File: src/rtl/adc_rd_pkg.sv
package adc_rd_pkg;
  localparam int FRAME_BITS = 16;
  localparam int HDR_BITS   = 3;
  localparam int DATA_BITS  = 10;
  localparam int SUB_BITS   = 2;
  localparam int CHAN_POS   = FRAME_BITS - HDR_BITS - 1;
  localparam int FCNT_W     = $clog2(FRAME_BITS + 1);

  typedef enum logic [1:0] {
    ST_IDLE  = 2'd0,
    ST_WAKE  = 2'd1,
    ST_SHIFT = 2'd2,
    ST_GAP   = 2'd3
  } rd_state_e;

  typedef struct packed {
    logic                 chan;
    logic [DATA_BITS-1:0] data;
    logic [SUB_BITS-1:0]  sub;
    logic                 ferr;
  } rd_result_t;
endpackage

File: src/rtl/adc_rd_sclk_gen.sv
module adc_rd_sclk_gen #(
  parameter int DIV_HALF = 50
) (
  input  logic clk,
  input  logic rst_n,
  input  logic run,
  output logic sclk,
  output logic rise_p,
  output logic fall_p
);
  localparam int DW = $clog2(DIV_HALF + 1);
  localparam logic [DW-1:0] RELOAD = DW'(DIV_HALF - 1);

  logic [DW-1:0] cnt_q, cnt_d;
  logic          sclk_q, sclk_d;
  logic          tick;

  assign tick = run && (cnt_q == '0);

  always_comb begin
    if (!run) begin
      cnt_d  = RELOAD;
      sclk_d = 1'b0;
    end else if (tick) begin
      cnt_d  = RELOAD;
      sclk_d = ~sclk_q;
    end else begin
      cnt_d  = cnt_q - 1'b1;
      sclk_d = sclk_q;
    end
  end

  always_ff @(posedge clk or negedge rst_n) begin
    if (!rst_n) begin
      cnt_q  <= RELOAD;
      sclk_q <= 1'b0;
    end else begin
      cnt_q  <= cnt_d;
      sclk_q <= sclk_d;
    end
  end

  assign sclk   = sclk_q;
  assign rise_p = tick && !sclk_q;
  assign fall_p = tick && sclk_q;
endmodule

File: src/rtl/adc_rd_deframe.sv
module adc_rd_deframe
  import adc_rd_pkg::*;
(
  input  logic       clk,
  input  logic       rst_n,
  input  logic       shift_en,
  input  logic       sdo,
  input  logic       load,
  output rd_result_t result,
  output logic       valid
);
  logic [FRAME_BITS-1:0] sr_q, sr_d;
  rd_result_t            res_q, res_d;
  logic                  valid_q;

  always_comb begin
    sr_d  = shift_en ? {sr_q[FRAME_BITS-2:0], sdo} : sr_q;
    res_d = res_q;
    if (load) begin
      res_d.chan = sr_q[CHAN_POS];
      res_d.data = sr_q[CHAN_POS-1 -: DATA_BITS];
      res_d.sub  = sr_q[SUB_BITS-1:0];
      res_d.ferr = ~&sr_q[FRAME_BITS-1 -: HDR_BITS];
    end
  end

  always_ff @(posedge clk or negedge rst_n) begin
    if (!rst_n) begin
      sr_q    <= '0;
      res_q   <= '0;
      valid_q <= 1'b0;
    end else begin
      sr_q    <= sr_d;
      res_q   <= res_d;
      valid_q <= load;
    end
  end

  assign result = res_q;
  assign valid  = valid_q;
endmodule

File: src/rtl/adc_rd_ctrl.sv
module adc_rd_ctrl
  import adc_rd_pkg::*;
#(
  parameter int DIV_HALF = 50,
  parameter int WAKE_CYC = 500,
  parameter int CSH_CYC  = 12
) (
  input  logic                 clk,
  input  logic                 rst_n,
  input  logic                 start_i,
  input  logic                 abort_i,
  input  logic                 sdo_i,
  output logic                 cs_n_o,
  output logic                 sclk_o,
  output logic                 busy_o,
  output logic                 res_valid_o,
  output logic                 res_chan_o,
  output logic [DATA_BITS-1:0] res_data_o,
  output logic [SUB_BITS-1:0]  res_sub_o,
  output logic                 res_ferr_o
);
  localparam int WMAX = (WAKE_CYC > CSH_CYC) ? WAKE_CYC : CSH_CYC;
  localparam int WW   = $clog2(WMAX + 1);
  localparam logic [WW-1:0] WAKE_LD = WW'(WAKE_CYC - 1);
  localparam logic [WW-1:0] CSH_LD  = WW'(CSH_CYC - 1);
  localparam logic [FCNT_W-1:0] LAST_FALL = FCNT_W'(FRAME_BITS - 1);

  generate
    if (DIV_HALF < 1 || WAKE_CYC < 1 || CSH_CYC < 1) begin : g_bad_cfg
      $error("adc_rd_ctrl: cycle-count parameters must be at least 1");
    end
  endgenerate

  rd_state_e         st_q, st_d;
  logic [WW-1:0]     wcnt_q, wcnt_d;
  logic [FCNT_W-1:0] fcnt_q, fcnt_d;
  logic              done;
  logic              run;
  logic              rise_p, fall_p;
  rd_result_t        result;

  assign run = (st_q == ST_SHIFT) && !abort_i;

  always_comb begin
    st_d   = st_q;
    wcnt_d = wcnt_q;
    fcnt_d = fcnt_q;
    done   = 1'b0;
    unique case (st_q)
      ST_IDLE: begin
        if (start_i && !abort_i) begin
          st_d   = ST_WAKE;
          wcnt_d = WAKE_LD;
        end
      end
      ST_WAKE: begin
        if (abort_i) begin
          st_d   = ST_GAP;
          wcnt_d = CSH_LD;
        end else if (wcnt_q == '0) begin
          st_d   = ST_SHIFT;
          fcnt_d = '0;
        end else begin
          wcnt_d = wcnt_q - 1'b1;
        end
      end
      ST_SHIFT: begin
        if (abort_i) begin
          st_d   = ST_GAP;
          wcnt_d = CSH_LD;
        end else if (fall_p) begin
          if (fcnt_q == LAST_FALL) begin
            st_d   = ST_GAP;
            wcnt_d = CSH_LD;
            done   = 1'b1;
          end else begin
            fcnt_d = fcnt_q + 1'b1;
          end
        end
      end
      ST_GAP: begin
        if (wcnt_q == '0) st_d = ST_IDLE;
        else              wcnt_d = wcnt_q - 1'b1;
      end
      default: st_d = ST_IDLE;
    endcase
  end

  always_ff @(posedge clk or negedge rst_n) begin
    if (!rst_n) begin
      st_q   <= ST_IDLE;
      wcnt_q <= '0;
      fcnt_q <= '0;
    end else begin
      st_q   <= st_d;
      wcnt_q <= wcnt_d;
      fcnt_q <= fcnt_d;
    end
  end

  adc_rd_sclk_gen #(.DIV_HALF(DIV_HALF)) u_sclk (
    .clk    (clk),
    .rst_n  (rst_n),
    .run    (run),
    .sclk   (sclk_o),
    .rise_p (rise_p),
    .fall_p (fall_p)
  );

  adc_rd_deframe u_defr (
    .clk      (clk),
    .rst_n    (rst_n),
    .shift_en (rise_p),
    .sdo      (sdo_i),
    .load     (done),
    .result   (result),
    .valid    (res_valid_o)
  );

  assign cs_n_o     = !((st_q == ST_WAKE) || (st_q == ST_SHIFT));
  assign busy_o     = (st_q != ST_IDLE);
  assign res_chan_o = result.chan;
  assign res_data_o = result.data;
  assign res_sub_o  = result.sub;
  assign res_ferr_o = result.ferr;
endmodule

File: config.mk
export PLATFORM = sky130hd
export DESIGN_NAME = adc_rd_ctrl
export DESIGN_NICKNAME = d
export VERILOG_FILES = /design/src/rtl/adc_rd_pkg.sv /design/src/rtl/adc_rd_sclk_gen.sv /design/src/rtl/adc_rd_deframe.sv /design/src/rtl/adc_rd_ctrl.sv
export SDC_FILE = /design/constraint.sdc
export NUM_CORES = 1
export LEC_CHECK = 0
export ABC_AREA = 1
export BUFFER_PORTS_ARGS = -buffer_cell sky130_fd_sc_hd__buf_4
export CELL_PAD_IN_SITES_DETAIL_PLACEMENT = 0
export CELL_PAD_IN_SITES_GLOBAL_PLACEMENT = 1
export CORE_UTILIZATION = 30
export DETAILED_ROUTE_END_ITERATION = 16
export PLACE_DENSITY = 0.68
export SYNTH_ARGS = -nofsm -noshare
export SYNTH_HDL_FRONTEND = slang
export SYNTH_SLANG_ARGS = --single-unit
File: constraint.sdc
create_clock -name clk -period 1.7 [get_ports clk]
set_input_delay 0.34 -clock clk [delete_from_list [all_inputs] [get_ports clk]]
set_output_delay 0.34 -clock clk [all_outputs]
set_load 0.01 [all_outputs]
==> flow_metrics.py <==
metrics = {
    "finish": {
        "diodes": 0,
        "regArea_um2": 1355,
        "most-common-layout-cells": "nand2_1, dfrtp_1, buf_4, inv_1, nand2_2",
        "syn2layout_area_growth_pct": 25.89,
        "stdcell_area_um2": 3401,
        "utilization_pct": 39.00,
        "drive_gt1_share_pct": 35.28,
        "layout_commonest_cell": "nand2_1",
        "instances_no_fill": 468,
        "num-fill-cells": 880,
        "multi_input_area_um2": 1249,
        "layout.nets": 373,
    },
    "run": {
        "maxCapViolCount": 0,
    },
    "detailed_routing": {
        "wl_per_cell_um": 11.40,
        "wl_um": 5333,
        "drt_first_pass_iters": 5,
        "ant_nets": 0,
        "vias": 2078,
        "via_per_inst": 4.440,
        "drc": 0,
        "dr.first_iter.drc_count": 67,
    },
    "power_and_ir_drop": {
        "powerDensity_nw_per_um2": 1308,
        "ir_drop_v": 0.0009343,
        "leakage_nw": 1.594,
        "finalPower_mw": 4.450,
    },
    "yosys": {
        "synth_mux_area_share_pct": 0,
        "ys_dominant_reg_cell": "dfrtp_1",
        "synth_top_family_by_area": "simple AND/OR/NAND/NOR gates",
        "synth_compound_area_share_pct": 12.04,
        "synth_edf_count": 0,
        "synthCells": 310,
        "synth.distinct_cells": 31,
        "yosys_warnings": 0,
        "ys_ff_latch": 54,
        "async_flop_share_pct": 100.0,
        "synth-simple-area-share_pct": 24.22,
        "synth_xor_area_share_pct": 1.945,
        "synth_fa_ha_area_share_pct": 4.169,
        "synth.net_count": 324,
        "syn-cell-area_um2": 2701,
        "synth-seq-area-share_pct": 50.16,
        "avgSynthCellArea_um2": 8.714,
    },
    "setup_path": {
        "timing.rr.end": "wcnt_q[7]",
        "crit_path_end": "wcnt_q[7]",
        "path_class": "reg2reg",
        "cp-startpoint": "fcnt_q[1]",
        "arrival_ns": 1.85,
        "reg2reg_depth": 12,
        "endpoint_kind": "register",
        "rrSetupSlack_ns": 0.05,
        "timing.rr.start": "fcnt_q[1]",
        "critPathRequiredTime_ns": 1.90,
        "crit_path_start_kind": "register",
        "crit_fanout": 6,
    },
    "cts": {
        "numCtsBuffers": 5,
        "max-clock-path-buffers": 2,
        "clk_latency_ns": 0.31,
        "cts.sinks": 54,
        "htree_levels": 2,
        "cts_root_buffer": "clkbuf_8",
        "cts_tree": "yes",
        "path_clk_slew_ns": 0.10,
    },
    "grt": {
        "grt_max_degree": 55,
        "grt-ovfl-total": 0,
        "grt_pass1_vias": 2021,
        "grt_usage_pct": 11.82,
        "grt_pass1_wl_um": 9059,
        "antenna_found_initial": 0,
    },
    "sta": {
        "finalSetupViolCount": 0,
        "slew_headroom_pct": 54.67,
        "maxSlewViolCount": 0,
        "finalCritPeriodShare_pct": 97.10,
        "rsz0062_at_grt": "true",
        "clock_skew_ns": 0.007292,
        "tightest_slew_ns": 0.6800,
        "min_period_ns": 1.651,
        "hold_violations": 0,
        "fin_setup_tns_ns": 0,
        "fmax_mhz": 605.8,
    },
    "floorplan": {
        "core_um2": 8721,
        "io_pins": 23,
        "initial_utilization_pct": 30.98,
        "die_w_um": 96.89,
        "row_count": 34,
        "die_h_um": 96.89,
        "die_area_um2": 9388,
    },
    "placed_design": {
        "gp_congestion": 0.7141,
        "portBuffers": 22,
        "place_area_um2": 3092,
        "hpwl_um": 3642,
        "dpl.cell_count": 452,
    },
    "status": {
        "status": "complete, no violations",
    },
    "min_path": {
        "hold_path.class": "in2async",
    },
}
## power by group
group | switching, mW | total, mW | internal (mW)
registers | 0.144 | 1.61 | 1.47
clock network | 0.436 | 0.772 | 0.336
logic | 1.15 | 2.06 | 0.915
total | 1.73 | 4.45 | 2.72
## worst max-delay path: stages (launching register included)
cell and delay, ns:
dfrtp_1 0.38, ha_2 0.19, nand2_2 0.05, nor2_2 0.10, ha_2 0.19, nand2_2 0.06
nand2_2 0.10, nand3_4 0.12, buf_4 0.17, nand2_1 0.05, nand2_1 0.05, inv_1 0.05
nand2_1 0.04
## area by class of cell
cell class,instances,share of cell area (%)
timing repair inverter,1,0.2575
clock buffer,6,2.428
multi-input combinational,208,36.72
inverter,43,5.114
tap,108,3.974
timing repair buffer,46,11.18
clock inverter,2,0.4783
sequential,54,39.85
## logic make-up after synthesis
logic type | count (synthesis)
simple gates | 140
flops | 54
compound gates | 53
buf+inv | 48
fa+ha+maj | 9
xor+xnor | 6
## how the worst min path moves through the flow
stage / from / to / slack, ns / cells after the start
floorplan: rst_n / fcnt_q[0] / 0.04 / 0
global placement: u_sclk.cnt_q[0] / u_sclk.cnt_q[0] / 0.44 / 1
detailed placement: rst_n / u_defr.result[6] / 0.44 / 1
CTS: rst_n / u_defr.result[6] / 0.1 / 1
global route: rst_n / u_defr.result[6] / 0.11 / 1
finish: rst_n / u_defr.result[6] / 0.07 / 1
## per-stage QoR
| step | hold WS [ns] | worst slack [ns] |
|---|---|---|
| 6_report | 0.06528 | 0.04938 |
| 5_1_grt | 0.1126 | -0.1015 |
| 4_1_cts | 0.09560 | 0.008612 |
| 3_5_place_dp | 0.4404 | -0.04162 |
| 3_3_place_gp | 0.4357 | -0.002731 |
| 2_1_floorplan | 0.04441 | 0.07319 |
## Yosys cell counts, types with 3 or more instances
cell | instances | area [um2]
nand2_1 | 77 | 289.0
dfrtp_1 | 51 | 1276
inv_1 | 40 | 150.1
nor2_1 | 23 | 86.33
o21ai_0 | 23 | 115.1
nand3_1 | 13 | 65.06
o21ai_2 | 13 | 113.9
ha_1 | 9 | 112.6
a21oi_1 | 7 | 35.03
o21ai_1 | 6 | 30.03
nand2_2 | 5 | 31.28
nand4_1 | 5 | 31.28
xor2_1 | 5 | 43.79
or2_2 | 4 | 25.02
buf_2 | 3 | 15.01
dfstp_2 | 3 | 78.83
nor2_2 | 3 | 18.77
nor2_4 | 3 | 33.78
## sequential cells by signal, summed over array words and instances (netlist names)
name,flops
u_defr.sr_q,16
u_defr.result,14
wcnt_q,9
u_sclk.cnt_q,6
fcnt_q,5
st_q,2
u_defr.valid,1
u_sclk.sclk,1
## layer usage
layer	GRT usage [%]	wire, um	vias to the layer above
met5	0	0	-
met4	3.789	51	0
met3	2.457	148	5
met2	18.91	2415	29
met1	15.98	2717	965
li1	-	-	1079
## repair_timing
item | 4_1_cts | 5_1_grt
hold buffers | 0 | 0
pin swaps | 0 | 16
endpoints found under the setup margin | 17 | 30
resized for setup | 6 | 46
cloned | 0 | 1
buffers inserted | 2 | 5
(Power assumes the default switching activity.)
